==> src/rtl/adc_trig_pkg.sv <==
package adc_trig_pkg;
  localparam int NUM_SRC = 7;
  localparam int SEL_W   = $clog2(NUM_SRC + 1);

  typedef enum logic [SEL_W-1:0] {
    SRC_FREE = 3'd0,
    SRC_ACMP = 3'd1,
    SRC_EXT0 = 3'd2,
    SRC_CMPA = 3'd3,
    SRC_OVF  = 3'd4,
    SRC_CMPB = 3'd5,
    SRC_PCHG = 3'd6,
    SRC_RSVD = 3'd7
  } trigSrcE;

  // strobes from datapath to control
  typedef struct packed {
    logic edgeSeen;   // picked flag rose this cycle
    logic enterFree;  // selection just moved into free-running
    logic selValid;   // code maps to a real source
  } trigStrobesT;
endpackage

==> src/rtl/adc_trig_dp.sv <==
module adc_trig_dp
  import adc_trig_pkg::*;
#(
  parameter int NSRC = NUM_SRC,
  parameter int SW   = SEL_W
) (
  input  logic            clk,
  input  logic            rstN,
  input  logic [NSRC-1:0] flagVec,
  input  logic [SW-1:0]   srcSel,
  output trigStrobesT     strobes
);
  logic          muxFlag;
  logic          prevFlag;
  logic [SW-1:0] prevSel;

  // source multiplexer; codes past the last source read as 0
  always_comb begin
    muxFlag = 1'b0;
    for (int i = 0; i < NSRC; i++) begin
      if (srcSel == SW'(i)) muxFlag = flagVec[i];
    end
  end

  // edge register tracks the picked flag every cycle, enabled or not
  always_ff @(posedge clk) begin
    if (!rstN) begin
      prevFlag <= 1'b0;
      prevSel  <= '0;
    end else begin
      prevFlag <= muxFlag;
      prevSel  <= srcSel;
    end
  end

  always_comb begin
    strobes.edgeSeen  = muxFlag & ~prevFlag;
    strobes.enterFree = (srcSel == SW'(SRC_FREE)) && (prevSel != SW'(SRC_FREE));
    strobes.selValid  = ({1'b0, srcSel} < (SW + 1)'(NSRC));
  end
endmodule

==> src/rtl/adc_trig_ctl.sv <==
module adc_trig_ctl
  import adc_trig_pkg::*;
(
  input  logic        clk,
  input  logic        rstN,
  input  trigStrobesT strobes,
  input  logic        autoEn,
  input  logic        convEn,
  input  logic        convBusy,
  input  logic        swStart,
  output logic        startPulse
);
  logic autoReq;
  logic fire;

  always_comb begin
    autoReq = autoEn & strobes.selValid & strobes.edgeSeen & ~strobes.enterFree;
    fire    = convEn & ~convBusy & (autoReq | swStart) & ~startPulse;
  end

  always_ff @(posedge clk) begin
    if (!rstN) startPulse <= 1'b0;
    else       startPulse <= fire;
  end
endmodule

==> src/rtl/adc_trig_sel.sv <==
module adc_trig_sel
  import adc_trig_pkg::*;
(
  input  logic             clk,
  input  logic             rstN,
  input  logic             convDoneFlag,
  input  logic             cmpFlag,
  input  logic             extInt0Flag,
  input  logic             tmrCmpAFlag,
  input  logic             tmrOvfFlag,
  input  logic             tmrCmpBFlag,
  input  logic             pinChgFlag,
  input  logic [SEL_W-1:0] srcSel,
  input  logic             autoEn,
  input  logic             convEn,
  input  logic             convBusy,
  input  logic             swStart,
  output logic             startPulse
);
  logic [NUM_SRC-1:0] flagVec;
  trigStrobesT        strobes;

  // bit order follows the source code
  assign flagVec = {pinChgFlag, tmrCmpBFlag, tmrOvfFlag, tmrCmpAFlag,
                    extInt0Flag, cmpFlag, convDoneFlag};

  adc_trig_dp #(.NSRC(NUM_SRC), .SW(SEL_W)) dp_i (
    .clk     (clk),
    .rstN    (rstN),
    .flagVec (flagVec),
    .srcSel  (srcSel),
    .strobes (strobes)
  );

  adc_trig_ctl ctl_i (
    .clk        (clk),
    .rstN       (rstN),
    .strobes    (strobes),
    .autoEn     (autoEn),
    .convEn     (convEn),
    .convBusy   (convBusy),
    .swStart    (swStart),
    .startPulse (startPulse)
  );
endmodule

==> config.mk <==
export PLATFORM = sky130hd
export DESIGN_NAME = adc_trig_sel
export DESIGN_NICKNAME = d
export VERILOG_FILES = /design/src/rtl/adc_trig_pkg.sv /design/src/rtl/adc_trig_dp.sv /design/src/rtl/adc_trig_ctl.sv /design/src/rtl/adc_trig_sel.sv
export SDC_FILE = /design/constraint.sdc
export NUM_CORES = 1
export LEC_CHECK = 0
export BUFFER_PORTS_ARGS = -buffer_cell sky130_fd_sc_hd__buf_2
export CAP_MARGIN = 20
export CORE_AREA = 2 2 39 41
export CTS_BUF_LIST = sky130_fd_sc_hd__clkbuf_4
export DETAILED_ROUTE_END_ITERATION = 8
export DIE_AREA = 0 0 41 43
export PLACE_DENSITY = 0.5
export SYNTH_ARGS = -nofsm -noshare
export SYNTH_HDL_FRONTEND = slang
export SYNTH_SLANG_ARGS = --single-unit
==> constraint.sdc <==
create_clock -name clk -period 1.6 [get_ports clk]
set_input_delay 0.16 -clock clk [delete_from_list [all_inputs] [get_ports clk]]
set_output_delay 0.16 -clock clk [all_outputs]
set_load 0.02 [all_outputs]
==> summary.txt <==
Max-Cap Viols = 0
fin. max-slew vios = 0
largest net degree at the start of global routing = 7
minimum clock period = 1.25 ns
Min-Delay Path Class = in -> reg
core area = 1380 µm²
met3 WL post-DR = 71 µm
Place WS = 0.215 ns
Final Hold Fails = 0
Reg power frac = 39.5%
Post-Syn Area per Cell = 11.5 µm²
initial antenna violation count = 0
Worst EP required = 1.78 ns
hold_sp = swStart
Seq/Total Area, Yosys = 43.5%
depth of the CTS H-tree = 1
Die Span Y = 43 µm
post-cts sizing count = 0
Worst setup EP type = flip-flop
antenna viol nets, final = 0
Hold Crit Depth = 2
Cells after Synth = 20
Power Density = 942 nW/µm²
Clock Skew = 0.00231 ns
CP startpoint kind = flip-flop
Root Driver = clkbuf_4
Inserted Clock Buffers = 3
routability cong. = 0.631
die width = 41 µm
All-Layer GR Usage = 7.75%
area share of the largest cell type after synthesis = 43.5%
origin of the worst setup path = ctl_i.startPulse$_SDFF_PN0_
Met2 Routed Length = 204 µm
synth top area cells = dfxtp_1, mux4_2, and2_2
static leakage = 0.000167 µW
Filler Cell Count = 150
clock power share = 46.3%
final net count = 57
# IOs = 17
fmax = 799 MHz
Peak VDD IR = 219 µV
post-synthesis cell area = 230 µm²
worst-path fanout max = 2
clk_lat worst skew = 0.24 ns
Final WS setup = 0.349 ns
Final Power = 339 µW
Antenna Cells = 0
RR Startpoint = ctl_i.startPulse$_SDFF_PN0_
setup_tns = 0 ns
row cnt = 14
P&R area growth vs syn = 56.5%
top routing layer in use = met3
Total Die Area = 1760 µm²
Vias per Instance = 4.09
worst endpoint data arrival time = 1.43 ns
Worst-path clk slew = 0.04 ns
Int Pwr = 273 µW
Synth Net Count = 36
wire length on met1 = 254 µm
register bit total from synthesis = 5
Sw Ratio = 19.6%
Reg2Reg Setup Slack = 0.35 ns
leading area contributor after synthesis = dfxtp_1
setup violators final = 0
status = completed
vias = 229
gr ovfl total = 0
crit share post-route = 78.2%
first-pass GRT wire length = 848 µm
number of global-route vias before repair = 214
Psw = 66.5 µW
Worst-Margin Slew = 0.377 ns
CTS tree = done
Post-route DRC = 0
Setup Crit Path Kind = reg -> reg
share of layout cells above drive strength 1 = 60.0%
post-synthesis cell type count = 13
Setup Buffers After CTS = 0
max_slew headroom = 74.6%
FF-to-FF path depth = 4
Initial DRC Count = 0
Comb pwr share = 14.2%
routed len/inst = 9.45 µm
Sink Count = 5
RSZ-0062 raised after global routing = no
Yosys warnings = 0
input/output buffers = 16
hold buffer count at CTS = 0
Longest Clk Path Bufs = 2
final wirelength = 529 µm
Starting Density = 16.6%
router iterations before antenna repair = 1
## power by group through the flow
stage | combinational [µW] | clock, µW | sequential [µW]
after floorplan | 20.7 | 0 | 137
after global routing | 54.1 | 170 | 134
final | 48.3 | 157 | 134
after detailed placement | 48.6 | 0 | 136
after CTS | 49.0 | 167 | 134
after global placement | 48.1 | 0 | 136
## cells by family after synthesis
logic type / after synthesis / share of synthesized area (%)
and+or+nand+nor: 9 / 27.7
DFF: 5 / 43.5
AOI/OAI and AO/OA: 3 / 9.78
muxes: 3 / 19.0
## state kept, by name (all words and copies together) (netlist names)
name              count
dp_i.prevSel          3
dp_i.prevFlag         1
ctl_i.startPulse      1
## metrics by stage
stage,hold WS (ns),utilization (%),area (µm²),cells
2_1_floorplan,0.282,-,230,20
3_3_place_gp,0.388,23.9,330,52
3_5_place_dp,0.391,23.9,330,52
4_1_cts,0.138,26.0,360,56
5_1_grt,0.151,26.0,360,56
6_report,0.145,26.0,360,56
## Yosys cell counts
library cell  number
and2_1             2
o21ai_0            1
nor3_1             1
mux2_2             1
nor4bb_1           1
dfxtp_1            5
nand3b_1           2
nor4_1             1
mux4_2             1
a311oi_1           1
a22o_1             1
and2_2             2
mux2i_1            1
## routing by layer
metal / vias up / track usage [%]
met5: - / 0
met4: 0 / 8.00
met3: 0 / 3.14
met2: 16 / 10.0
met1: 95 / 8.77
li1: 118 / -
## final cells by class
type                       instances  area (µm²)  area share [%]
clock buffer                       4        30.0            8.33
multi-input combinational         15         130            36.1
sequential                         5         100            27.8
tap                               16        20.0            5.56
timing repair buffer              16        80.1            22.2
## cell usage in the layout (no fill, tap or decap), types with 2 or more instances in the layout
| cell type | count |
|---|---|
| and2_2 | 2 |
| clkbuf_4 | 4 |
| buf_2 | 16 |
| dfxtp_1 | 5 |
| and2_1 | 2 |
| nand3b_1 | 2 |
## critical path, cell delays in order, from the launching register on
cell and delay, ns:
dfxtp_1 0.30, nor4bb_1 0.39, nand3b_1 0.14, a311oi_1 0.22
a22o_1 0.15
## final timing paths
check	end
worst max-delay path	ctl_i.startPulse$_SDFF_PN0_
worst min-delay path	ctl_i.startPulse$_SDFF_PN0_
worst max register to register	ctl_i.startPulse$_SDFF_PN0_
worst min register to register	ctl_i.startPulse$_SDFF_PN0_
Note: power is estimated with default switching activity, not from simulation.
